==> src/rtl/cas_pkg.sv <==
package cas_pkg;
  typedef enum logic [1:0] {
    MODE_E1   = 2'd0,
    MODE_T1   = 2'd1,
    MODE_T1SF = 2'd2,
    MODE_T1X  = 2'd3
  } cas_mode_e;

  localparam int unsigned CAS_W  = 4;
  localparam int unsigned ROW_TS = 8;
endpackage

==> src/rtl/cas_valid_map.sv <==
module cas_valid_map
  import cas_pkg::*;
#(
  parameter int unsigned NUM_TS = 32
) (
  input  cas_mode_e          mode,
  output logic [NUM_TS-1:0]  valid
);
  for (genvar i = 0; i < NUM_TS; i++) begin : g_ts
    localparam bit E1_OK = (i != 0) && (i != 16);
    localparam bit T1_OK = (i < 24);
    assign valid[i] = (mode == MODE_E1) ? E1_OK : T1_OK;
  end
endmodule

==> src/rtl/cas_capture.sv <==
module cas_capture
  import cas_pkg::*;
#(
  parameter int unsigned NUM_TS = 32,
  localparam int unsigned TS_W  = $clog2(NUM_TS)
) (
  input  logic              clk,
  input  logic              rst_n,
  input  logic              cap_en,
  input  logic [TS_W-1:0]   cap_ts,
  input  logic [CAS_W-1:0]  cap_nib,
  input  logic [NUM_TS-1:0] valid,
  input  logic              restart,
  input  logic [NUM_TS-1:0] clr_v,
  output logic [NUM_TS-1:0] flags
);
  logic [CAS_W-1:0]  held [NUM_TS];
  logic [NUM_TS-1:0] seen;
  logic [NUM_TS-1:0] set_v;
  logic              hit;

  always_comb begin
    hit   = cap_en && valid[cap_ts] && !restart;
    set_v = '0;
    if (hit && seen[cap_ts] && (held[cap_ts] != cap_nib))
      set_v[cap_ts] = 1'b1;
  end

  always_ff @(posedge clk) begin
    if (!rst_n) begin
      seen  <= '0;
      flags <= '0;
      for (int i = 0; i < NUM_TS; i++) held[i] <= '0;
    end else if (restart) begin
      seen  <= '0;
      flags <= '0;
    end else begin
      flags <= (flags & ~clr_v) | set_v;
      if (hit) begin
        held[cap_ts] <= cap_nib;
        seen[cap_ts] <= 1'b1;
      end
    end
  end

  AST_NO_IGNORED_FLAG: assert property (@(posedge clk) disable iff (!rst_n)
    1'b1 |=> ((flags & ~$past(valid)) == '0) || $past(restart));
  AST_BASELINE_QUIET: assert property (@(posedge clk) disable iff (!rst_n)
    1'b1 |=> ((flags & ~$past(flags) & ~$past(seen)) == '0));
  AST_SET_WINS: assert property (@(posedge clk) disable iff (!rst_n)
    ((set_v & clr_v) != '0) |=> ((flags & $past(set_v & clr_v)) == $past(set_v & clr_v)));
  AST_RESTART_CLEARS: assert property (@(posedge clk) disable iff (!rst_n)
    restart |=> (flags == '0));
endmodule

==> src/rtl/cas_sw_table.sv <==
module cas_sw_table
  import cas_pkg::*;
#(
  parameter int unsigned NUM_TS = 32,
  localparam int unsigned TS_W   = $clog2(NUM_TS),
  localparam int unsigned ROWS   = NUM_TS / ROW_TS,
  localparam int unsigned RSEL_W = $clog2(ROWS),
  localparam int unsigned LANE_W = $clog2(ROW_TS),
  localparam int unsigned ROW_W  = ROW_TS * CAS_W
) (
  input  logic              clk,
  input  logic              rst_n,
  input  logic              we,
  input  logic [RSEL_W-1:0] wr_row,
  input  logic [ROW_W-1:0]  wdata,
  input  logic [RSEL_W-1:0] rd_row,
  output logic [ROW_W-1:0]  rd_data,
  input  logic [TS_W-1:0]   look_ts,
  output logic [CAS_W-1:0]  look_nib
);
  logic [ROW_W-1:0] rows [ROWS];

  always_ff @(posedge clk) begin
    if (!rst_n) begin
      for (int r = 0; r < ROWS; r++) rows[r] <= '0;
    end else if (we) begin
      rows[wr_row] <= wdata;
    end
  end

  assign rd_data  = rows[rd_row];
  assign look_nib = rows[look_ts[TS_W-1:LANE_W]][look_ts[LANE_W-1:0]*CAS_W +: CAS_W];
endmodule

==> src/rtl/cas_change_det.sv <==
module cas_change_det
  import cas_pkg::*;
#(
  parameter int unsigned NUM_TS = 32,
  localparam int unsigned TS_W   = $clog2(NUM_TS),
  localparam int unsigned ROWS   = NUM_TS / ROW_TS,
  localparam int unsigned RSEL_W = $clog2(ROWS),
  localparam int unsigned DATA_W = ROW_TS * CAS_W,
  localparam int unsigned AW     = 4
) (
  input  logic              clk,
  input  logic              rst_n,
  input  logic [1:0]        mode_i,
  input  logic              src_sw_i,
  input  logic              in_valid,
  output logic              in_ready,
  input  logic [TS_W-1:0]   in_ts,
  input  logic [CAS_W-1:0]  in_cas,
  output logic              out_valid,
  input  logic              out_ready,
  output logic [TS_W-1:0]   out_ts,
  output logic [CAS_W-1:0]  out_cas,
  input  logic              cpu_we,
  input  logic [AW-1:0]     cpu_addr,
  input  logic [DATA_W-1:0] cpu_wdata,
  output logic [DATA_W-1:0] cpu_rdata,
  output logic              irq_o
);
  localparam logic [AW-1:0] FLAG_ADDR = AW'(4);
  localparam logic [AW-1:0] MASK_ADDR = AW'(5);

  cas_mode_e         mode_q;
  logic              restart;
  logic [NUM_TS-1:0] valid;
  logic [NUM_TS-1:0] flags;
  logic [NUM_TS-1:0] mask_q;
  logic [NUM_TS-1:0] clr_v;
  logic              accept;
  logic [CAS_W-1:0]  norm_nib;
  logic [CAS_W-1:0]  sw_nib;
  logic [DATA_W-1:0] row_raw;
  logic [DATA_W-1:0] row_vmask;
  logic              tbl_we;
  logic              is_row;

  assign restart  = (mode_i != mode_q);
  assign in_ready = !out_valid || out_ready;
  assign accept   = in_valid && in_ready;
  assign norm_nib = (mode_q == MODE_T1SF) ? {in_cas[3:2], in_cas[3:2]} : in_cas;
  assign is_row   = (cpu_addr[AW-1:RSEL_W] == '0);
  assign tbl_we   = cpu_we && is_row;
  assign clr_v    = (cpu_we && cpu_addr == FLAG_ADDR) ? cpu_wdata[NUM_TS-1:0] : '0;

  cas_valid_map #(.NUM_TS(NUM_TS)) u_vmap (
    .mode  (mode_q),
    .valid (valid)
  );

  cas_capture #(.NUM_TS(NUM_TS)) u_cap (
    .clk     (clk),
    .rst_n   (rst_n),
    .cap_en  (accept),
    .cap_ts  (in_ts),
    .cap_nib (norm_nib),
    .valid   (valid),
    .restart (restart),
    .clr_v   (clr_v),
    .flags   (flags)
  );

  cas_sw_table #(.NUM_TS(NUM_TS)) u_tbl (
    .clk      (clk),
    .rst_n    (rst_n),
    .we       (tbl_we),
    .wr_row   (cpu_addr[RSEL_W-1:0]),
    .wdata    (cpu_wdata),
    .rd_row   (cpu_addr[RSEL_W-1:0]),
    .rd_data  (row_raw),
    .look_ts  (in_ts),
    .look_nib (sw_nib)
  );

  always_comb begin
    for (int k = 0; k < ROW_TS; k++) begin
      logic [TS_W-1:0] idx;
      idx = TS_W'(int'(cpu_addr[RSEL_W-1:0]) * ROW_TS + k);
      row_vmask[k*CAS_W +: CAS_W] = {CAS_W{valid[idx]}};
    end
  end

  always_comb begin
    if (is_row)                      cpu_rdata = row_raw & row_vmask;
    else if (cpu_addr == FLAG_ADDR)  cpu_rdata = DATA_W'(flags);
    else if (cpu_addr == MASK_ADDR)  cpu_rdata = DATA_W'(mask_q);
    else                             cpu_rdata = '0;
  end

  always_ff @(posedge clk) begin
    if (!rst_n) begin
      mode_q    <= MODE_E1;
      mask_q    <= '0;
      irq_o     <= 1'b0;
      out_valid <= 1'b0;
      out_ts    <= '0;
      out_cas   <= '0;
    end else begin
      mode_q <= cas_mode_e'(mode_i);
      irq_o  <= |(flags & ~mask_q & valid);
      if (cpu_we && cpu_addr == MASK_ADDR) mask_q <= cpu_wdata[NUM_TS-1:0];
      if (accept) begin
        out_valid <= 1'b1;
        out_ts    <= in_ts;
        if (!valid[in_ts])  out_cas <= '0;
        else if (src_sw_i)  out_cas <= sw_nib;
        else                out_cas <= norm_nib;
      end else if (out_ready) begin
        out_valid <= 1'b0;
      end
    end
  end

  AST_OUT_HOLD: assert property (@(posedge clk) disable iff (!rst_n)
    (out_valid && !out_ready) |=> (out_valid && $stable(out_ts) && $stable(out_cas)));
  AST_MASK_ALL_QUIET: assert property (@(posedge clk) disable iff (!rst_n)
    ($past(mask_q) == '1) |-> !irq_o);
  AST_IGNORED_OUT_ZERO: assert property (@(posedge clk) disable iff (!rst_n)
    (accept && !valid[in_ts]) |=> (out_cas == '0));
  AST_NO_TAKE_WHEN_STALLED: assert property (@(posedge clk) disable iff (!rst_n)
    (out_valid && !out_ready) |-> !in_ready);
endmodule

==> config.mk <==
export PLATFORM = sky130hd
export DESIGN_NAME = cas_change_det
export DESIGN_NICKNAME = d
export VERILOG_FILES = /design/src/rtl/cas_pkg.sv /design/src/rtl/cas_valid_map.sv /design/src/rtl/cas_capture.sv /design/src/rtl/cas_sw_table.sv /design/src/rtl/cas_change_det.sv
export SDC_FILE = /design/constraint.sdc
export NUM_CORES = 1
export LEC_CHECK = 0
export BUFFER_PORTS_ARGS = -buffer_cell sky130_fd_sc_hd__clkbuf_2
export CORE_MARGIN = 10
export CORE_UTILIZATION = 44
export CTS_BUF_LIST = sky130_fd_sc_hd__clkbuf_2
export CTS_CLUSTER_DIAMETER = 40
export CTS_CLUSTER_SIZE = 30
export DETAILED_ROUTE_END_ITERATION = 10
export HOLD_SLACK_MARGIN = 0.1
export PLACE_DENSITY = 0.61
export SYNTH_ARGS = -nofsm -noshare
export SYNTH_HDL_FRONTEND = slang
export SYNTH_SLANG_ARGS = --single-unit
export TNS_END_PERCENT = 100
==> constraint.sdc <==
create_clock -name clk -period 5.5 [get_ports clk]
set_input_delay 0.55 -clock clk [delete_from_list [all_inputs] [get_ports clk]]
set_output_delay 0.55 -clock clk [all_outputs]
set_load 0.05 [all_outputs]
==> impl_metrics.csv, run 1 <==
group,metric,value,unit
floorplanning,initial_utilization,44.60,%
final_layout,syn2layout_area_growth,13.75,%
final_layout,final_cell_mix,"edfxtp_1, nor2_1, nand2_1",
yosys,ys_types,59,
cts,cts-htree-levels,2,
critical_path,end_kind,"output pin",
final_layout,fin_util,50.74,%
yosys,synth-edff-count,256,
final_layout,final_common_cell,"edfxtp_1",
floorplanning,num_io_pins,97,
sta,tightest_slew,1177,ps
hold_path,hp-class,"in -> reg",
yosys,ys_ff_latch,365,
yosys,netlist_area,17800,um^2
cts,cts_resized,0,
final_layout,drive_gt1_share,19.44,%
yosys,synthFlopType,"edfxtp_1",
floorplanning,core_area,39910,um^2
global_routing,antenna_found_initial,2,
critical_path,critPathMaxFanout,28,
final_layout,multi_input_area,7024,um^2
global_routing,grt_first_pass_wirelength,85570,um
critical_path,critPathLaunchType,"register",
global_routing,grtUsageTotal,22.54,%
yosys,syn_inst,1594,
final_layout,instances_no_fill,2307,
power_and_ir_drop,irDropWorstVdd,286.1,uV
critical_path,path_buf_inv,5,
detailed_routing,via_count,13620,
sta,finalHoldViolCount,0,
sta,min_period_over_period,70.30,%
critical_path,critical_path_required,4950,ps
yosys,synth_fa_ha_area_share,0.1406,%
yosys,yosysSeqAreaShare,55.44,%
detailed_routing,route.detailed.drc,0,
place,post-place-ws,1649,ps
global_routing,grt_pass1_vias,13650,
final_layout,n_fill_cell,3612,
sta,drv_slew,0,
place,dp.cells,2123,
flow_run,drv_cap,0,
critical_path,cpMaxStageDelayCell,"a222oi_1",
sta,worst_slack,1634,ps
sta,clock.fmax,0.2586,GHz
sta,finalSetupTns,0,ps
place,place_hpwl,37670,um
cts,cts_tree,"done",
yosys,synth_simple_gate_area_share,14.84,%
critical_path,slowest_delay,660,ps
critical_path,timing_worst_setup_path_type,"reg -> out",
yosys,synth_area_per_cell,11.17,um^2
sta,rsz0062_at_grt,"no",
yosys,synth_compound_area_share,10.35,%
global_routing,grt_overflow,0,
yosys,ys_async_sr_fraction,0,%
yosys,syn_nets,1649,
sta,finClkSkew,108.9,ps
critical_path,cpLargestDelayFamily,"buffers and inverters",
floorplanning,die_w,221.2,um
power_and_ir_drop,power_density,276.9,nW/um^2
yosys,ys_warn_count,0,
detailed_routing,wirelength,56830,um
final_layout,fin_nets,1791,
global_routing,grt_max_degree,69,
sta,maxSlewHeadroom,21.27,%
detailed_routing,drt_iter0_drc,1620,
critical_path,arrival,3320,ps
cts,cts_root_buffer,"clkbuf_2",
power_and_ir_drop,power_leakage,7.520,nW
floorplanning,die_h,221.2,um
sta,finalSetupViolCount,0,
cts,cts.sinks,365,
detailed_routing,ant_nets,0,
detailed_routing,drt-vias-per-instance,5.902,
yosys,synth_top_family_by_area,"simple AND/OR/NAND/NOR gates",
floorplanning,die_area,48910,um^2
place,place_congestion,0.9282,
cts,clk_path_buf_depth,3,
status,outcome,"completed",
cts,cts_setup_buffers,0,
yosys,synth_xor_area_share,0.2460,%
floorplanning,row_count,73,
place,portBuffers,96,
cts,insertion_delay,1090,ps
detailed_routing,drtPass1Iterations,6,
cts,cts_buffers,52,
sta,layout_min_cycle_time,3866,ps
final_layout,ff_latch_area,9869,um^2
critical_path,cp_cell_sequence,"nor2_1, buf_4, inv_1, ha_1, a211oi_4, buf_4, a222oi_1, inv_1, clkbuf_2",
yosys,muxShareOfSynthArea,13.51,%
cts,clkTransAtPathRegs,160,ps
detailed_routing,wl_per_cell,24.63,um
## tightest hold or removal path, stage by stage
cell and delay (ps):
clkbuf_2 90, buf_4 280, nand3_1 180, a21boi_0 100
## through the flow
step / hold WS [ps] / instance area [um^2] / power, mW
2_1_floorplan: 431.5 / 17800 / 3.552
3_3_place_gp: 443.2 / 18670 / 3.777
3_5_place_dp: 452.7 / 18670 / 3.785
4_1_cts: 115.6 / 20250 / 5.635
5_1_grt: 146.3 / 20250 / 5.806
6_report: 223.6 / 20250 / 5.608
## power by group
part	switching (mW)	internal, mW
clock network	1.10	0.746
logic	0.457	0.229
registers	0.0475	3.03
## routing by layer
metal | global-route usage, % | vias up | wire length (um)
li1 | - | 6108 | -
met1 | 28.52 | 6724 | 23030
met2 | 37.10 | 638 | 27330
met3 | 4.785 | 145 | 4388
met4 | 8.719 | 0 | 2086
met5 | 0 | - | 0
## cells by family (layout without fill, tap and decap cells)
| family | Yosys count | count (layout) |
|---|---|---|
| AND/OR/NAND/NOR | 603 | 603 |
| flip-flops | 365 | 365 |
| AO/OA/AOI/OAI | 244 | 244 |
| buffers and inverters | 226 | 412 |
| multiplexers | 149 | 149 |
| XOR/XNOR | 5 | 5 |
| adder cells (fa/ha/maj) | 2 | 2 |
| other | 0 | 2 |
## state kept, by name, summed over array words and instances, names as in the netlist
signal,count
u_cap.held,128
u_tbl.rows,128
mask_q,32
u_cap.flags,32
u_cap.seen,32
out_ts,5
out_cas,4
mode_q,2
irq_o,1
out_valid,1
## synth_stat cells, types with 27 or more instances
| library cell | number | share of area (%) |
|---|---|---|
| edfxtp_1 | 256 | 43 |
| nor2_1 | 244 | 5.1 |
| nand2_1 | 211 | 4.4 |
| dfxtp_1 | 109 | 12 |
| inv_1 | 103 | 2.2 |
| mux2i_1 | 76 | 4.3 |
| mux4_2 | 73 | 9.2 |
| clkbuf_1 | 72 | 1.5 |
| nand3_1 | 51 | 1.4 |
| o22ai_1 | 44 | 1.5 |
| a21boi_0 | 38 | 1.6 |
| o21ai_0 | 36 | 1.0 |
| a222oi_1 | 28 | 1.6 |
| o31ai_2 | 28 | 2.0 |
| a21oi_1 | 27 | 0.76 |
## path summary, 6_finish.rpt
kind                                start           endpoint  slack [ps]  depth (start not counted)
worst max register to register  out_valid  u_cap.held[30][2]        2150                          7
worst max-delay path            mode_q[1]      cpu_rdata[15]        1630                          9
worst min-delay path             in_ts[2]          out_ts[2]         220                          4
worst min register to register  out_ts[1]          out_ts[1]         480                          2
## layout make-up
class,instances,area share [%]
clock buffer,62,1.532
antenna,2,0.02471
clock inverter,36,2.119
inverter,104,1.928
tap,525,3.244
timing repair buffer,210,7.735
multi-input combinational,1003,34.68
sequential,365,48.73
## what timing repair did
action,CTS,global route
endpoints found under the hold margin,232,0
hold buffers,84,0
setup endpoints to repair,0,0
No activity file was read; power rests on OpenSTA's default activity.
==> run 2, diff against run 1 <==
clock period = 3.6 ns   (was 5.5 ns; I/O delays follow)
==> impl_metrics.csv, run 2 (same netlist as run 1, synthesis figures left out) <==
group,metric,value,unit
critical_path,cpMostUsedCell,"inv_1",
critical_path,timing_worst_setup_path_type,"reg -> out",
power_and_ir_drop,p_int,6.454,mW
power_and_ir_drop,pwr-share-comb,13.0,%
power_and_ir_drop,power_density,421.8,nW/um^2
detailed_routing,drt_iter0_drc,1699,
detailed_routing,drt-vias-per-instance,5.915,
detailed_routing,via_count,13820,
global_routing,grt_pass1_vias,13820,
place,place_area,19520,um^2
detailed_routing,route.detailed.drc,0,
critical_path,r2r_setup_slack,600,ps
floorplanning,core_area,39910,um^2
floorplanning,num_io_pins,97,
critical_path,end_kind,"output pin",
detailed_routing,wl_per_cell,24.12,um
final_layout,final_cell_mix,"edfxtp_1, nor2_1, nand2_1",
final_layout,syn2layout_area_growth,18.88,%
power_and_ir_drop,power_leakage,7.813,nW
status,outcome,"completed",
cts,insertion_delay,1000,ps
hold_path,hold_start,"cpu_addr[3]",
place,place_hpwl,39460,um
critical_path,path_buf_inv,5,
global_routing,grt_first_pass_wirelength,85480,um
floorplanning,die_w,221.2,um
critical_path,cp-startpoint,"mode_q[0]",
power_and_ir_drop,power,8.927,mW
hold_path,whs_path_depth,5,
detailed_routing,drtPass1Iterations,8,
floorplanning,row_count,73,
critical_path,critical_path_required,3240,ps
final_layout,fin_area,21160,um^2
hold_path,hold_end,"u_tbl.rows[1][13]",
cts,cts.sinks,365,
place,place_congestion,0.9133,
power_and_ir_drop,p_seq_share,52.7,%
critical_path,cpLargestDelayFamily,"buffers and inverters",
critical_path,slowest_delay,640,ps
final_layout,top_regs,"u_cap.held: 128 flops, u_tbl.rows: 128 flops",
final_layout,fin_nets,1826,
sta,rsz0062_at_grt,"no",
detailed_routing,ant_nets,0,
sta,tightest_slew,1107,ps
critical_path,timing.rr.start,"out_valid",
cts,cts-htree-levels,2,
sta,min_period_over_period,99.74,%
global_routing,antenna_found_initial,2,
cts,cts_root_buffer,"clkbuf_2",
sta,finClkSkew,91.46,ps
final_layout,instances_no_fill,2337,
floorplanning,die_area,48910,um^2
floorplanning,initial_utilization,44.60,%
place,portBuffers,96,
place,dp.cells,2163,
sta,drv_slew,0,
flow_run,drv_cap,0,
global_routing,grt_max_degree,50,
sta,finalSetupViolCount,0,
detailed_routing,wirelength,56360,um
power_and_ir_drop,p_sw_share,27.70,%
critical_path,r2r-end,"u_cap.flags[1]",
critical_path,critPathLaunchType,"register",
global_routing,grt_overflow,0,
critical_path,arrival,3230,ps
critical_path,cpMaxStageDelayCell,"a222oi_1",
critical_path,critPathMaxFanout,28,
power_and_ir_drop,power.switching,2.473,mW
sta,layout_min_cycle_time,3591,ps
floorplanning,die_h,221.2,um
cts,cts_buffers,50,
final_layout,drive_gt1_share,20.93,%
sta,finalHoldViolCount,0,
cts,cts_tree,"done",
power_and_ir_drop,clock_power_share,34.3,%
hold_path,hp-class,"in -> reg",
cts,clk_path_buf_depth,3,
critical_path,cp_cell_sequence,"nor2_2, buf_4, inv_1, ha_1, a211oi_4, buf_6, a222oi_1, inv_1, buf_12",
sta,clock.fmax,0.2785,GHz
sta,finalSetupTns,0,ps
global_routing,grtUsageTotal,22.29,%
critical_path,reg2regPathDepth,9,
cts,clkTransAtPathRegs,200,ps
final_layout,final_common_cell,"edfxtp_1",
power_and_ir_drop,irDropWorstVdd,218.5,uV
sta,maxSlewHeadroom,26.00,%
==> run 2: cell types whose count changed in the layout (fill, tap and decap cells not counted), moves of 2 or more <==
cell           delta
buf_4            +33
dlygate4sd3_1     -3
clkinv_2          -5
inv_8             +2
clkinvlp_4        +5
clkbuf_2         -38
inv_6             -2
inv_4             -3
buf_12           +38
bufinv_16         +4
==> run 2: power by group through the flow <==
| stage | Sequential, mW | Combinational [mW] | Clock, mW |
|---|---|---|---|
| 5_1_grt | 4.71 | 1.22 | 3.27 |
| 6_report | 4.70 | 1.16 | 3.06 |
| 4_1_cts | 4.70 | 1.15 | 3.10 |
| 3_3_place_gp | 4.78 | 1.09 | 0 |
| 3_5_place_dp | 4.79 | 1.10 | 0 |
| 2_1_floorplan | 4.79 | 0.636 | 0 |
==> run 2: per-layer routing <==
| layer | wire length, um | GRT usage [%] | up-vias |
|---|---|---|---|
| met2 | 27430 | 37.22 | 685 |
| met5 | 13 | 0 | - |
| met1 | 22100 | 28.59 | 6825 |
| li1 | - | - | 6149 |
| met3 | 4597 | 3.388 | 162 |
| met4 | 2225 | 8.675 | 2 |
==> run 2: layout make-up <==
class                   count  area [um^2]
diodes                      1        2.502
fillers                  3475        18750
well taps                 525        656.9
clock inverters            36        544.3
repair buffers            247         2396
clock buffers              56        280.3
multi-input cells        1003         7024
flip-flops and latches    365         9869
inverters                 104        390.4
==> run 2: worst max-delay path by stage <==
stage,cells after the start,to,slack [ps]
final,9,cpu_rdata[15],9
after global routing,9,cpu_rdata[4],20
after CTS,9,cpu_rdata[15],40
after detailed placement,10,u_cap.flags[31],530
after global placement,10,u_cap.flags[1],560
after floorplan,8,cpu_rdata[0],310
==> run 2: what timing repair did <==
item	4_1_cts	5_1_grt
gates resized for setup	1	1
buffers inserted	0	0
endpoints found under the setup margin	7	2
hold endpoints to repair	342	0
hold buffers	81	0
pin swaps	1	0
==> run 2: tightest hold or removal path: cells and delay by family <==
family | cells | cell delay (ps)
and+or+nand+nor | 4 | 560
buffers and inverters | 1 | 140
==> run 2: stage by stage <==
| step | setup slack, ps | hold slack, ps | util (%) |
|---|---|---|---|
| after floorplan | 306.9 | 431.5 | - |
| after global placement | 563.9 | 443.3 | 48.90 |
| after detailed placement | 534.9 | 454.8 | 48.90 |
| after CTS | 38.55 | 140.7 | 53.01 |
| after global routing | 19.97 | 201.2 | 53.02 |
| final | 9.382 | 204.8 | 53.02 |
==> run 3, diff against run 2 <==
MAX_ROUTING_LAYER = met4   (was default)
==> impl_metrics.csv, run 3 (same netlist as run 1, synthesis figures left out) <==
group,metric,value,unit
final_layout,top_regs,"u_cap.held: 128 flops, u_tbl.rows: 128 flops",
critical_path,cpMaxStageDelayCell,"dfxtp_2",
global_routing,use_met3,3.994,%
final_layout,final_common_cell,"edfxtp_1",
sta,finalSetupViolCount,0,
power_and_ir_drop,irDropWorstVdd,302.7,uV
floorplanning,core_area,39910,um^2
final_layout,drive_gt1_share,20.52,%
global_routing,grt_max_degree,50,
critical_path,critical_path_required,3240,ps
power_and_ir_drop,power_leakage,8.000,nW
power_and_ir_drop,p_seq_share,56.1,%
global_routing,grt_pass1_vias,14480,
critical_path,critPathMaxFanout,7,
critical_path,slowest_delay,370,ps
cts,cts_root_buffer,"clkbuf_2",
critical_path,timing.rr.start,"mode_q[1]",
detailed_routing,wirelength,57620,um
place,place_congestion,0.9339,
sta,rsz0062_at_grt,"no",
cts,insertion_delay,1110,ps
critical_path,path_buf_inv,6,
critical_path,cp-startpoint,"mode_q[1]",
cts,clkTransAtPathRegs,210,ps
detailed_routing,drt_iter0_drc,1737,
place,place_hpwl,39080,um
floorplanning,die_h,221.2,um
final_layout,final_cell_mix,"edfxtp_1, nor2_1, nand2_1",
sta,tightest_slew,1031,ps
sta,drv_slew,0,
sta,maxSlewHeadroom,31.09,%
global_routing,grt_first_pass_wirelength,87090,um
sta,finalSetupTns,0,ps
floorplanning,die_w,221.2,um
floorplanning,die_area,48910,um^2
global_routing,grtUsageTotal,23.49,%
critical_path,critPathLaunchType,"register",
global_routing,antenna_found_initial,2,
sta,layout_min_cycle_time,3514,ps
hold_path,hold_start,"cpu_addr[0]",
floorplanning,initial_utilization,44.60,%
detailed_routing,drtPass1Iterations,8,
power_and_ir_drop,power_density,386.6,nW/um^2
cts,clk_path_buf_depth,3,
final_layout,fin_nets,1895,
global_routing,busiest_layer,"met2",
detailed_routing,wl_per_cell,23.93,um
power_and_ir_drop,p_int,5.921,mW
global_routing,grt_util_met1,27.85,%
sta,clock.fmax,0.2846,GHz
cts,cts_tree,"done",
detailed_routing,drt-vias-per-instance,5.876,
power_and_ir_drop,clock_power_share,29.5,%
power_and_ir_drop,pwr-share-comb,14.4,%
sta,min_period_over_period,97.60,%
power_and_ir_drop,p_sw_share,29.38,%
hold_path,hp-class,"in -> reg",
status,outcome,"completed",
cts,cts-htree-levels,2,
sta,finalHoldViolCount,0,
floorplanning,num_io_pins,97,
critical_path,timing_worst_setup_path_type,"reg -> out",
cts,cts.sinks,365,
place,portBuffers,96,
sta,finClkSkew,125.9,ps
detailed_routing,route.detailed.drc,0,
flow_run,drv_cap,0,
floorplanning,row_count,73,
cts,cts_buffers,50,
critical_path,cp_cell_sequence,"nor2_4, buf_4, inv_1, ha_1, a211oi_4, buf_4, clkbuf_16, a222oi_1, inv_1, buf_12",
critical_path,cpLargestDelayFamily,"buffers and inverters",
global_routing,grt_use_met2,38.47,%
critical_path,arrival,3150,ps
detailed_routing,ant_nets,0,
global_routing,grt_overflow,0,
critical_path,end_kind,"output pin",
sta,worst_hold_slack,183.8,ps
final_layout,syn2layout_area_growth,21.81,%
detailed_routing,via_count,14150,
power_and_ir_drop,power.switching,2.463,mW
[run 3: path summary, 6_finish.rpt]
path,end,slack (ps),cells after the start
max,cpu_rdata[14],90,10
min,u_tbl.rows[3][31],180,4
max reg2reg,u_cap.held[21][2],920,7
min reg2reg,out_ts[0],480,2
[run 3: timing repair]
action / 4_1_cts / 5_1_grt
endpoints found under the setup margin: 29 / 4
cloned: 0 / 3
gates resized for setup: 4 / 3
pin swaps: 2 / 3
hold endpoints to repair: 395 / 0
hold buffers: 145 / 0
buffers inserted: 0 / 3
[run 3: layout make-up]
cell class              instances  area [um^2]
clock buffers                  57        285.3
diodes                          2        5.005
inverters                     104        390.4
flip-flops and latches        365         9872
repair buffers                316         3122
fillers                      3418        18230
multi-input cells            1003         7029
well taps                     525        656.9
clock inverters                36        326.6
[run 3: power groups by stage]
stage                     Combinational, mW  Clock [mW]  Sequential, mW
after global routing                   1.26        2.69            4.72
after CTS                              1.18        2.50            4.70
after global placement                 1.08           0            4.79
after floorplan                       0.636           0            4.79
final                                  1.21        2.47            4.70
after detailed placement               1.09           0            4.79
[run 3: worst reg2reg max path, stage by stage, from the launching register on]
cell and delay, ps:
dfxtp_2 370, buf_4 130, xor2_1 150, nor2_1 410, nand2_1 350, nor2_1 530, nand2_1 250, nand2_1 210
[run 3: metal layers]
| metal | up-vias | wire, um |
|---|---|---|
| met5 | - | 0 |
| met4 | 0 | 2741 |
| met2 | 671 | 28300 |
| met1 | 6967 | 22180 |
| met3 | 190 | 4398 |
| li1 | 6322 | - |
[run 3: per-stage QoR]
| step | worst slack [ps] | cell area (um^2) | util, % | instances | power (mW) |
|---|---|---|---|---|---|
| after global placement | 411.6 | 19510 | 48.89 | 2162 | 5.866 |
| after floorplan | 306.9 | 17800 | - | 1594 | 5.425 |
| after detailed placement | 423.2 | 19510 | 48.89 | 2162 | 5.879 |
| after global routing | 17.75 | 21690 | 54.33 | 2408 | 8.672 |
| after CTS | 10.35 | 21580 | 54.08 | 2400 | 8.381 |
| final | 86.38 | 21690 | 54.33 | 2408 | 8.384 |
